==> src/rtl/bcg_pkg.sv <==
package bcg_pkg;
  typedef enum logic {ORD_LINEAR = 1'b0, ORD_XOR = 1'b1} order_e;

  localparam logic [2:0] LEN_ONE  = 3'b000;
  localparam logic [2:0] LEN_TWO  = 3'b001;
  localparam logic [2:0] LEN_FOUR = 3'b010;
  localparam logic [2:0] LEN_EIGHT = 3'b011;
  localparam logic [2:0] LEN_PAGE = 3'b111;
endpackage

==> src/rtl/bcg_rst_sync.sv <==
module bcg_rst_sync (
  input  logic clk,
  input  logic arst_n,
  output logic rst_n_o
);
  logic [1:0] sync_q;

  always_ff @(posedge clk or negedge arst_n) begin
    if (!arst_n) sync_q <= 2'b00;
    else         sync_q <= {sync_q[0], 1'b1};
  end

  assign rst_n_o = sync_q[1];
endmodule

==> src/rtl/bcg_cfg_decode.sv <==
module bcg_cfg_decode
  import bcg_pkg::*;
#(
  parameter int COL_W = 8
) (
  input  logic [2:0]       len_code,
  input  order_e           order,
  input  logic             force_one,
  output logic [COL_W-1:0] wrap_mask,
  output logic             page_mode,
  output logic             bad_cfg
);
  localparam logic [COL_W-1:0] ALL_ONES = {COL_W{1'b1}};

  logic [COL_W-1:0] code_mask;
  logic             code_page;

  always_comb begin
    code_mask = '0;
    code_page = 1'b0;
    bad_cfg   = 1'b0;
    unique case (len_code)
      LEN_ONE:   code_mask = '0;
      LEN_TWO:   code_mask = COL_W'(1);
      LEN_FOUR:  code_mask = COL_W'(3);
      LEN_EIGHT: code_mask = COL_W'(7);
      LEN_PAGE: begin
        if (order == ORD_LINEAR) code_page = 1'b1;
        else                     bad_cfg   = 1'b1;
      end
      default:   bad_cfg = 1'b1;
    endcase
  end

  always_comb begin
    if (force_one) begin
      wrap_mask = '0;
      page_mode = 1'b0;
    end else if (code_page) begin
      wrap_mask = ALL_ONES;
      page_mode = 1'b1;
    end else begin
      wrap_mask = code_mask;
      page_mode = 1'b0;
    end
  end
endmodule

==> src/rtl/bcg_addr_map.sv <==
module bcg_addr_map
  import bcg_pkg::*;
#(
  parameter int COL_W = 8
) (
  input  logic [COL_W-1:0] base_col,
  input  logic [COL_W-1:0] beat_idx,
  input  logic [COL_W-1:0] wrap_mask,
  input  order_e           order,
  output logic [COL_W-1:0] col_out
);
  logic [COL_W-1:0] linear_col;
  logic [COL_W-1:0] xor_col;
  logic [COL_W-1:0] mixed;

  assign linear_col = base_col + beat_idx;
  assign xor_col    = base_col ^ beat_idx;
  assign mixed      = (order == ORD_XOR) ? xor_col : linear_col;

  generate
    for (genvar b = 0; b < COL_W; b++) begin : g_bit
      assign col_out[b] = wrap_mask[b] ? mixed[b] : base_col[b];
    end
  endgenerate
endmodule

==> src/rtl/burst_col_gen.sv <==
module burst_col_gen
  import bcg_pkg::*;
#(
  parameter int COL_W = 8
) (
  input  logic             clk,
  input  logic             rst_n,
  input  logic             cke,
  input  logic             start,
  input  logic [COL_W-1:0] start_col,
  input  logic [2:0]       len_code,
  input  logic             intlv,
  input  logic             is_write,
  input  logic             single_wr,
  input  logic             stop,
  output logic [COL_W-1:0] col,
  output logic             beat_valid,
  output logic             last_beat,
  output logic             config_error
);
  logic rst_q_n;

  logic             active_q, active_d;
  logic [COL_W-1:0] base_q,   base_d;
  logic [COL_W-1:0] idx_q,    idx_d;
  logic [COL_W-1:0] mask_q,   mask_d;
  logic             page_q,   page_d;
  logic             err_q,    err_d;
  order_e           ord_q,    ord_d;

  logic [COL_W-1:0] dec_mask;
  logic             dec_page;
  logic             dec_err;
  logic             final_beat;
  order_e           in_order;

  assign in_order = intlv ? ORD_XOR : ORD_LINEAR;

  bcg_rst_sync u_rst (
    .clk     (clk),
    .arst_n  (rst_n),
    .rst_n_o (rst_q_n)
  );

  bcg_cfg_decode #(.COL_W(COL_W)) u_dec (
    .len_code  (len_code),
    .order     (in_order),
    .force_one (is_write & single_wr),
    .wrap_mask (dec_mask),
    .page_mode (dec_page),
    .bad_cfg   (dec_err)
  );

  bcg_addr_map #(.COL_W(COL_W)) u_map (
    .base_col  (base_q),
    .beat_idx  (idx_q),
    .wrap_mask (mask_q),
    .order     (ord_q),
    .col_out   (col)
  );

  assign final_beat = active_q & ~page_q & (idx_q == mask_q);

  always_comb begin
    active_d = active_q;
    base_d   = base_q;
    idx_d    = idx_q;
    mask_d   = mask_q;
    page_d   = page_q;
    err_d    = err_q;
    ord_d    = ord_q;
    if (cke) begin
      if (start) begin
        active_d = 1'b1;
        base_d   = start_col;
        idx_d    = '0;
        mask_d   = dec_mask;
        page_d   = dec_page;
        err_d    = dec_err;
        ord_d    = in_order;
      end else if (active_q) begin
        if (stop || final_beat) active_d = 1'b0;
        else                    idx_d    = idx_q + COL_W'(1);
      end
    end
  end

  always_ff @(posedge clk or negedge rst_q_n) begin
    if (!rst_q_n) begin
      active_q <= 1'b0;
      base_q   <= '0;
      idx_q    <= '0;
      mask_q   <= '0;
      page_q   <= 1'b0;
      err_q    <= 1'b0;
      ord_q    <= ORD_LINEAR;
    end else begin
      active_q <= active_d;
      base_q   <= base_d;
      idx_q    <= idx_d;
      mask_q   <= mask_d;
      page_q   <= page_d;
      err_q    <= err_d;
      ord_q    <= ord_d;
    end
  end

  assign beat_valid   = active_q;
  assign last_beat    = final_beat;
  assign config_error = err_q;

  a_r1_last_in_valid: assert property (@(posedge clk) disable iff (!rst_q_n)
    last_beat |-> beat_valid);
  a_r1_last_ends: assert property (@(posedge clk) disable iff (!rst_q_n)
    (cke && last_beat && !start) |=> !beat_valid);
  a_r5_page_runs: assert property (@(posedge clk) disable iff (!rst_q_n)
    (cke && beat_valid && page_q && !stop) |=> beat_valid);
  a_r6_stop_ends: assert property (@(posedge clk) disable iff (!rst_q_n)
    (cke && stop && !start) |=> !beat_valid);
  a_r7_freeze: assert property (@(posedge clk) disable iff (!rst_q_n)
    !cke |=> ($stable(col) && $stable(beat_valid) && $stable(last_beat)));
  a_r12_first_beat: assert property (@(posedge clk) disable iff (!rst_q_n)
    (cke && start) |=> (beat_valid && col == $past(start_col)));
  a_r9_single_write: assert property (@(posedge clk) disable iff (!rst_q_n)
    (cke && start && is_write && single_wr) |=> last_beat);
  a_r10_reserved: assert property (@(posedge clk) disable iff (!rst_q_n)
    (cke && start && len_code == 3'b100) |=> (config_error && last_beat));
endmodule

==> config.mk <==
export PLATFORM = sky130hd
export DESIGN_NAME = burst_col_gen
export DESIGN_NICKNAME = d
export VERILOG_FILES = /design/src/rtl/bcg_pkg.sv /design/src/rtl/bcg_rst_sync.sv /design/src/rtl/bcg_cfg_decode.sv /design/src/rtl/bcg_addr_map.sv /design/src/rtl/burst_col_gen.sv
export SDC_FILE = /design/constraint.sdc
export NUM_CORES = 1
export LEC_CHECK = 0
export BUFFER_PORTS_ARGS = -buffer_cell sky130_fd_sc_hd__buf_2
export CORE_MARGIN = 3
export CORE_UTILIZATION = 59
export CTS_CLUSTER_DIAMETER = 200
export DETAILED_ROUTE_END_ITERATION = 6
export HOLD_SLACK_MARGIN = 0.08
export PLACE_DENSITY_LB_ADDON = 0.25
export SKIP_LAST_GASP = 1
export SLEW_MARGIN = 40
export SYNTH_ARGS = -nofsm -noshare
export SYNTH_HDL_FRONTEND = slang
export SYNTH_SLANG_ARGS = --single-unit
==> constraint.sdc <==
create_clock -name clk -period 3.7 [get_ports clk]
set_clock_uncertainty 0.05 [all_clocks]
set_input_delay 0.37 -clock clk [delete_from_list [all_inputs] [get_ports clk]]
set_output_delay 0.37 -clock clk [all_outputs]
set_load 0.1 [all_outputs]
# ---- Word-level counts from Yosys, hierarchy flattened
# Cells that the tools add are included.
dict set report word_totals {
  reg_bits 30
  word_cells 52
}
dict set report classes {
  eq_ne 6
  n_addsub 2
  n_mux 25
  reduce_logical 6
  n_bitwise 5
}
# operator count
set op_table {}
lappend op_table {{2-to-1 mux 8 bit} 6}
lappend op_table {{2-to-1 mux 1 bit} 17}
lappend op_table {{case mux 3 bit (3 select lines)} 1}
lappend op_table {{adder 8 x 1 -> 8 bit, second input constant} 1}
lappend op_table {{adder 8 bit} 1}
lappend op_table {{== test 8 bit} 1}
lappend op_table {{XOR 8 bit} 1}
lappend op_table {{== test 3 x 2 -> 1 bit, second input constant} 2}
lappend op_table {{OR reduction 4 bit} 1}
lappend op_table {{bitwise AND 1 bit} 3}
lappend op_table {{== test 3 x 1 -> 1 bit, second input constant} 1}
lappend op_table {{== test 3 bit, second input constant} 1}
lappend op_table {{zero test 3 bit} 1}
lappend op_table {{AND reduction 3 bit} 1}
lappend op_table {{!= test 2 bit, second input constant} 1}
lappend op_table {{case mux 1 bit (2 select lines)} 1}
lappend op_table {{AND reduction 2 bit} 1}
lappend op_table {{nonzero test 2 bit} 1}
lappend op_table {{logical OR 1 bit} 1}
lappend op_table {{inverter 1 bit} 1}

# ---- Logic depth before layout (Yosys ltp)
# Gate-level depths: netlist of the first run.
dict set report logic_depth {
  depth_word 7
  depth_mapped 8
  depth_no_buf 8
}

# ---- Hierarchy
# Synthesis of the first run repeated with hierarchy kept, for this count alone.
dict set report unflattened {
  hier_cells 194
  hier_area_um2 1939.4
}
# module seq_area_each_um2 area_each_um2 cells_each n_inst
set modules_own_cells {}
lappend modules_own_cells {burst_col_gen 700.7 1362.6 115 1}
lappend modules_own_cells {bcg_addr_map 0.0 416.6 61 1}
lappend modules_own_cells {bcg_cfg_decode 0.0 106.4 15 1}
lappend modules_own_cells {bcg_rst_sync 50.0 53.8 3 1}

# ---- Least setup slack after synthesis of the first run
# Ideal clock, no wire load.
dict set report synth_path {
  path_kind {register to output}
  start {reg idx_q[1]}
  end {out col[7]}
  arrival_time_ns 2.959
  required_ns 3.280
  path_stages_with_launch 7
  setup_slack_ns 0.321
  path_cell_list {dfrtp_1 -> ha_1 -> a211o_1 -> o2111ai_1 -> mux2i_1 -> o31ai_1 -> xnor2_1}
}
dict set report synth_via {
  elab_chain_cells 3
}
# item line
set synth_lines {}
lappend synth_lines {{start: declaration} burst_col_gen.sv:25} ;# logic [COL_W-1:0] idx_q, idx_d;
lappend synth_lines {{start signal: assignment} burst_col_gen.sv:100} ;# idx_q <= idx_d;
lappend synth_lines {{adder 8 bit} bcg_addr_map.sv:16} ;# assign linear_col = base_col + beat_idx;
lappend synth_lines {{2-to-1 mux 8 bit} bcg_addr_map.sv:18} ;# assign mixed = (order == ORD_XOR) ? xor_col : linear_col;
lappend synth_lines {{2-to-1 mux 1 bit} bcg_addr_map.sv:22} ;# assign col_out[b] = wrap_mask[b] ? mixed[b] : base_col[b];
lappend synth_lines {{end: declaration} burst_col_gen.sv:16} ;# output logic [COL_W-1:0] col,
# No other way between the ends.

# ---- Worst setup path after layout of the first run
dict set report layout_path {
  start {reg idx_q[0]}
  end {out col[4]}
}
# Same word-level chain as after synthesis.

==> results of run 1 <==
[layout make-up]
class / count / area (sq um) / area share (%)
clock buffers: 3 / 22.5 / 1.28
repair buffers: 30 / 155 / 8.82
multi-input cells: 144 / 886 / 50.4
well taps: 30 / 37.5 / 2.13
inverters: 7 / 26.3 / 1.49
clock inverters: 1 / 5.00 / 0.284
flip-flops and latches: 25 / 627 / 35.6
[tightest hold or removal path, stage by stage]
cell,delay [ps]
buf_2,70
nand2_1,40
nand2_1,40
[what timing repair did]
item | in CTS | in global routing
endpoints found under the hold margin | 2 | 0
hold buffers | 1 | 0
gates resized for setup | 0 | 0
setup buffers | 0 | 0
[registers in the layout, summed over array words and instances, names as in the netlist]
name / flops
ord_q: 1
config_error: 1
idx_q: 8
u_rst.sync_q: 2
base_q: 8
mask_q: 4
beat_valid: 1
[power by group through the flow]
stage	clock network (mW)	logic (mW)	registers, mW
detailed placement	0	0.388	0.356
global route	0.135	0.426	0.356
global placement	0	0.380	0.352
floorplan	0	0.309	0.363
CTS	0.126	0.392	0.350
finish	0.125	0.392	0.350
[cell families (layout without fill, tap and decap cells)]
kind of cell,after synthesis,count (layout),share of synthesized area (%)
buffers and inverters,12,41,3.13
other,1,1,0.240
adders and majority gates,9,9,7.70
muxes,4,4,2.65
DFF,25,25,40.1
AOI/OAI and AO/OA,38,38,15.7
and+or+nand+nor,80,80,23.7
xor gates and xnor gates,12,12,6.74
[through the flow]
stage | hold slack [ps] | power, mW | instances | worst slack, ps | utilization, %
6_report | 176 | 0.866 | 240 | 712 | 70.4
5_1_grt | 172 | 0.918 | 240 | 553 | 70.4
4_1_cts | 175 | 0.867 | 240 | 708 | 70.4
3_5_place_dp | 108 | 0.744 | 235 | 1080 | 68.9
3_3_place_gp | 105 | 0.733 | 235 | 1200 | 68.8
2_1_floorplan | 24.4 | 0.672 | 181 | 321 | -
[cells in the final DEF (no fill, tap or decap), drive strengths merged, types with 3 or more instances in the layout]
master  instances
nand2          42
xnor2          10
o21ai          10
nor3            3
mux2i           3
a21oi          12
inv             7
ha              8
buf            29
clkbuf          3
nor2           11
nor2b           4
nand3           4
dfrtp          25
[cell usage after synthesis (2+ instances only)]
cell,count
nor2_1,11
nor3b_1,2
o21ai_0,9
nand2_1,42
ha_1,8
a32o_1,2
inv_1,7
or3_1,2
and2_1,2
clkbuf_1,3
nand3b_1,2
xnor2_1,10
nand3_1,4
nand2b_1,2
nor3_1,3
nand4_1,2
nor2b_1,4
a21oi_1,12
mux2i_1,3
o22ai_1,2
dfrtp_1,25
xor2_1,2
[worst max path at each step]
stage	depth (start not counted)	from	to	slack [ps]
2_1_floorplan	6	idx_q[1]	col[7]	320
3_3_place_gp	9	idx_q[0]	col[4]	1200
3_5_place_dp	9	idx_q[0]	col[4]	1080
4_1_cts	9	idx_q[0]	col[4]	710
5_1_grt	9	idx_q[0]	col[4]	550
6_report	9	idx_q[0]	col[4]	710
[routing by layer]
metal | GRT usage (%) | routed length (um) | vias up
met4 | 8.94 | 37 | 0
met3 | 2.26 | 105 | 6
met1 | 30.1 | 1610 | 651
met2 | 36.3 | 1650 | 27
met5 | 0 | 0 | -
li1 | - | - | 684
==> key figures, run 1 <==
Run status
  • Status: complete, no violations

Final layout
  • Nets: 239
  • Area Growth Syn to Fin: 12.8%
  • # fillers: 202
  • Post-route cell area: 0.00176 sq mm
  • Layout cells sized above 1: 17.1%
  • Antenna Cells: 0

Route
  • Post-Route WL: 3390 um
  • Routed len/inst: 14.1 um
  • DR iter-0 viols: 44
  • DRT Pass-1 Iters: 5
  • DRC Markers: 0
  • DR vias/cell: 5.70
  • Routed vias: 1368
  • ANT nets after route: 0

Critical path
  • Worst path most repeated cell: a21oi_1
  • Buf/Inv on CP: 2
  • Worst R2R Path Depth: 5
  • Crit end category: output port
  • Crit Path Class: reg -> out
  • CP Launch Type: flop
  • CP max FO: 5
  • Worst r2r src: mask_q[6]
  • CP top delay family: adder cells
  • Slowest stage delay, CP: 450 ps
  • RR Endpoint: idx_q[1]
  • Worst endpoint required time: 3280 ps
  • Crit path max-delay cell type: dfrtp_1
  • Worst path arrival time: 2570 ps
  • Worst-path cell chain: ha_1, inv_1, fa_1, nor2b_1, o21ai_0, a21oi_1, xnor2_1, a21oi_1, buf_2
  • Worst reg-to-reg setup slack: 1800 ps

STA
  • Tcrit/Tclk final: 80.8%
  • Worst slew pin tran: 642 ps
  • Final hold viol count: 0
  • Clock period minus worst slack: 2990 ps
  • Pins Over Slew Limit: 0
  • Slew HR: 57.2%
  • RSZ-0062 raised after global routing: no
  • Setup TNS: 0 ps
  • # setup viols final: 0
  • FMAX: 335 MHz

Power and ir drop
  • Switching pwr: 414 uW
  • Switching Share: 47.8%
  • Power per cell area: 493 mW/mm^2
  • Sequential share of power: 40.4%
  • Leak: 0.896 nW
  • Clock Power Share: 14.4%
  • Worst VDD drop: 0.000358 V
  • Comb power frac: 45.2%
  • Pint: 452 uW

Synthesis
  • Post-synthesis cell area: 0.00156 sq mm
  • Share of Yosys cell area claimed by the top area cell type: 40.1%
  • Total number of yosys warnings: 0
  • Distinct cells, synth: 44
  • Number of synthesized flops with an enable pin: 0
  • Top cells by area, synth: dfrtp_1, nand2_1, ha_1, xnor2_1, a21oi_1
  • Syn Inst Count: 181
  • Syn Nets: 209
  • Post-synthesis sequential area ratio: 40.1%
  • FF+latch count, synth: 25
  • Async SR Flop Fraction: 100%
  • Primary FF master, synth: dfrtp_1
  • Syn avg cell area: 8.62 sq um
  • Synth area leader: dfrtp_1

Worst hold path
  • Hold depth: 3
  • Hold Path Sink: base_q[3]
  • HP Start: start_col[3]
  • Hold/Removal Path Class: in -> reg

Placed design
  • Placed cell area: 0.00172 sq mm
  • Gpl congestion: 0.860
  • # port buffers: 29
  • DPL Wire Length: 2550 um

Clock network
  • CTS tree: done
  • Worst-skew pair later-pin latency: 320 ps
  • H-tree depth: 1
  • Reg clk slew, reported paths: 140 ps
  • Inserted Clock Buffers: 3
  • Clk buf depth: 2
  • Root buffer cell: clkbuf_4
  • Sink Count: 25

Global routing
  • Vias in the first global route: 1340
  • GRT Total Usage: 22.2%
  • Total gr overflow: 0
  • First-pass GRT wire length: 5810 um
  • Initial antenna violation count: 0
  • Largest net degree at the start of global routing: 24

Run
  • MaxCap Viol Count: 0

Floorplanning
  • Core Region: 0.00250 sq mm
  • Die width: 57.4 um
  • Starting Density: 62.4%
  • DIE HEIGHT: 57.4 um
  • Num rows: 18
  • Area of the die: 0.00330 sq mm
  • I/O pin total: 30
Power figures use the tool's default switching activity.
==> run 2: changes to the inputs <==
--- a/config.mk
+++ b/config.mk
@@ -7,7 +7,7 @@
 export LEC_CHECK = 0
 export BUFFER_PORTS_ARGS = -buffer_cell sky130_fd_sc_hd__buf_2
 export CORE_MARGIN = 3
-export CORE_UTILIZATION = 59
+export CORE_UTILIZATION = 54
 export CTS_CLUSTER_DIAMETER = 200
 export DETAILED_ROUTE_END_ITERATION = 6
 export HOLD_SLACK_MARGIN = 0.08
==> constraint.sdc (replaced) <==
create_clock -name clk -period 2.95 [get_ports clk]
set_clock_uncertainty 0.05 [all_clocks]
set_input_delay 0.295 -clock clk [delete_from_list [all_inputs] [get_ports clk]]
set_output_delay 0.295 -clock clk [all_outputs]
set_load 0.1 [all_outputs]
==> key figures, run 2 (synthesized netlist as in run 1, its figures left out) <==
Run status
  • Status: complete, no violations

Floorplanning
  • DIE HEIGHT: 59.8 um (+4.0%)
  • I/O pin total: 30 (unchanged)
  • Die width: 59.8 um (+4.0%)
  • Area of the die: 0.00357 sq mm (+8.3%)
  • Num rows: 18 (unchanged)
  • Starting Density: 59.7% (-2.7 points)
  • Core Region: 0.00261 sq mm (+4.5%)

Placed design
  • Placed cell area: 0.00174 sq mm (+1.3%)
  • # port buffers: 29 (unchanged)
  • DPL Wire Length: 2610 um (+2.3%)
  • Gpl congestion: 0.896 (+4.2%)
  • Place WS: 332 ps (-750 ps)
  • Dpl cells: 235 (unchanged)

Critical path
  • RR Endpoint: idx_q[1]
  • Worst R2R Path Depth: 5 (unchanged)
  • Crit end category: output port
  • Worst r2r src: mask_q[6]
  • Crit Path Class: reg -> out
  • Worst reg-to-reg setup slack: 1020 ps (-780 ps)
  • CP Launch Type: flop
  • Worst endpoint required time: 2610 ps (-670 ps)
  • CP max FO: 6 (+1)
  • Worst path arrival time: 2470 ps (-100 ps)
  • Worst Setup SP: idx_q[1]

Worst hold path
  • Hold Path Sink: base_q[3]
  • Hold/Removal Path Class: in -> reg
  • Hold depth: 3 (unchanged)
  • HP Start: start_col[3]

Power and ir drop
  • Sequential share of power: 40.2% (-0.2 points)
  • Worst VDD drop: 0.000572 V (+60%)
  • Pint: 579 uW (+28%)
  • Power per cell area: 612 mW/mm^2 (+24%)
  • Switching pwr: 523 uW (+26%)
  • Leak: 0.906 nW (+1.1%)
  • Comb power frac: 46.0% (+0.8 points)
  • Switching Share: 47.5% (-0.33 points)
  • Clock Power Share: 13.8% (-0.6 points)

Final layout
  • Post-route cell area: 0.00180 sq mm (+2.3%)
  • Biggest regs: base_q x8, idx_q x8, mask_q x4
  • Area Growth Syn to Fin: 15.3%
  • Most frequent cells in the layout: nand2_1, buf_2, dfrtp_1
  • Nets: 239 (unchanged)
  • Fin util: 68.9% (-1.5 points)
  • Finished Layout Cells: 240 (unchanged)
  • Layout cells sized above 1: 19.5% (+2.4 points)
  • Most common cell after layout, fill and taps aside: nand2_1
  • Antenna Cells: 0 (unchanged)

Clock network
  • Worst-skew pair later-pin latency: 310 ps (about the same)
  • Reg clk slew, reported paths: 140 ps (about the same)
  • Sink Count: 25 (unchanged)
  • Clk buf depth: 2 (unchanged)
  • Inserted Clock Buffers: 3 (unchanged)
  • H-tree depth: 1 (unchanged)
  • CTS tree: done
  • Root buffer cell: clkbuf_4

STA
  • FMAX: 355 MHz
  • Setup TNS: 0 ps (unchanged)
  • Final hold viol count: 0 (unchanged)
  • Worst slew pin tran: 677 ps (+34.8 ps)
  • Slew HR: 54.9% (-2.3 points)
  • Pins Over Slew Limit: 0 (unchanged)
  • RSZ-0062 raised after global routing: yes
  • Clock period minus worst slack: 2820 ps
  • # setup viols final: 0 (unchanged)
  • Setup ws final: 135 ps (-577 ps)
  • Tcrit/Tclk final: 95.4%

Route
  • Routed len/inst: 14.7 um (+3.6%)
  • Met3 WL: 135 um (+29%)
  • Post-Route WL: 3520 um (+3.6%)
  • DRT Pass-1 Iters: 4 (-1)
  • DRC Markers: 0 (unchanged)
  • Met1 wire length: 1630 um (+1.6%)
  • Routed vias: 1395 (+2.0%)
  • ANT nets after route: 0 (unchanged)
  • DR iter-0 viols: 61 (+39%)
  • DR vias/cell: 5.81 (+2.0%)
  • Highest routed layer: met4
  • WL met2: 1730 um (+4.9%)

Global routing
  • Initial antenna violation count: 0 (unchanged)
  • GRT Total Usage: 21.4% (-0.82 points)
  • First-pass GRT wire length: 5870 um (+0.96%)
  • Largest net degree at the start of global routing: 24 (unchanged)
  • Total gr overflow: 0 (unchanged)
  • Vias in the first global route: 1309 (-2.3%)

Run
  • MaxCap Viol Count: 0 (unchanged)
[run 2: cell types whose count changed in the layout (fill, tap and decap cells not counted), sizes merged]
cell / delta
clkbuf: +1
clkinv: -1
[run 2: power groups by stage]
stage / registers [mW] / logic (mW) / clock network, mW
floorplan: 0.456 / 0.395 / 0
global placement: 0.443 / 0.482 / 0
detailed placement: 0.449 / 0.495 / 0
CTS: 0.442 / 0.500 / 0.153
global route: 0.451 / 0.543 / 0.168
finish: 0.443 / 0.507 / 0.152
[run 2: cell type report]
class | instances | area [sq um]
Multi-Input combinational cell | 144 | 912
Fill cell | 208 | 813
Sequential cell | 25 | 627
Timing Repair Buffer | 30 | 170
Clock buffer | 4 | 26.3
Inverter | 7 | 26.3
Tap cell | 30 | 37.5
[run 2: worst max-delay path by stage]
stage,end,slack [ps],depth (start not counted)
6_report,col[7],130,7
5_1_grt,col[6],-5,9
4_1_cts,col[6],30,9
3_5_place_dp,col[7],330,7
3_3_place_gp,col[7],450,7
2_1_floorplan,last_beat,60,3
[run 2: repair_timing]
action	CTS	global route
pin swaps	0	0
hold buffers	1	0
hold endpoints to repair	2	0
endpoints found under the setup margin	1	3
buffers inserted	0	0
cloned	0	0
resized for setup	1	7
[run 2: critical path, stage by stage (launching register included)]
cell	delay, ps
dfrtp_1	470
ha_1	340
a211o_1	270
o2111ai_1	130
mux2i_1	130
o31ai_1	350
xnor2_2	150
buf_4	300
[run 2: layer usage]
metal	vias up	GRT usage, %
li1	687	-
met1	672	28.1
met2	32	37.7
met3	4	1.94
met4	0	5.38
met5	-	0
[run 2: metrics by stage]
| step | total power, mW | hold WS (ps) |
|---|---|---|
| after global routing | 1.16 | 108 |
| final | 1.10 | 109 |
| after CTS | 1.10 | 103 |
| after detailed placement | 0.944 | 31.6 |
| after global placement | 0.925 | 29.4 |
| after floorplan | 0.851 | -50.6 |
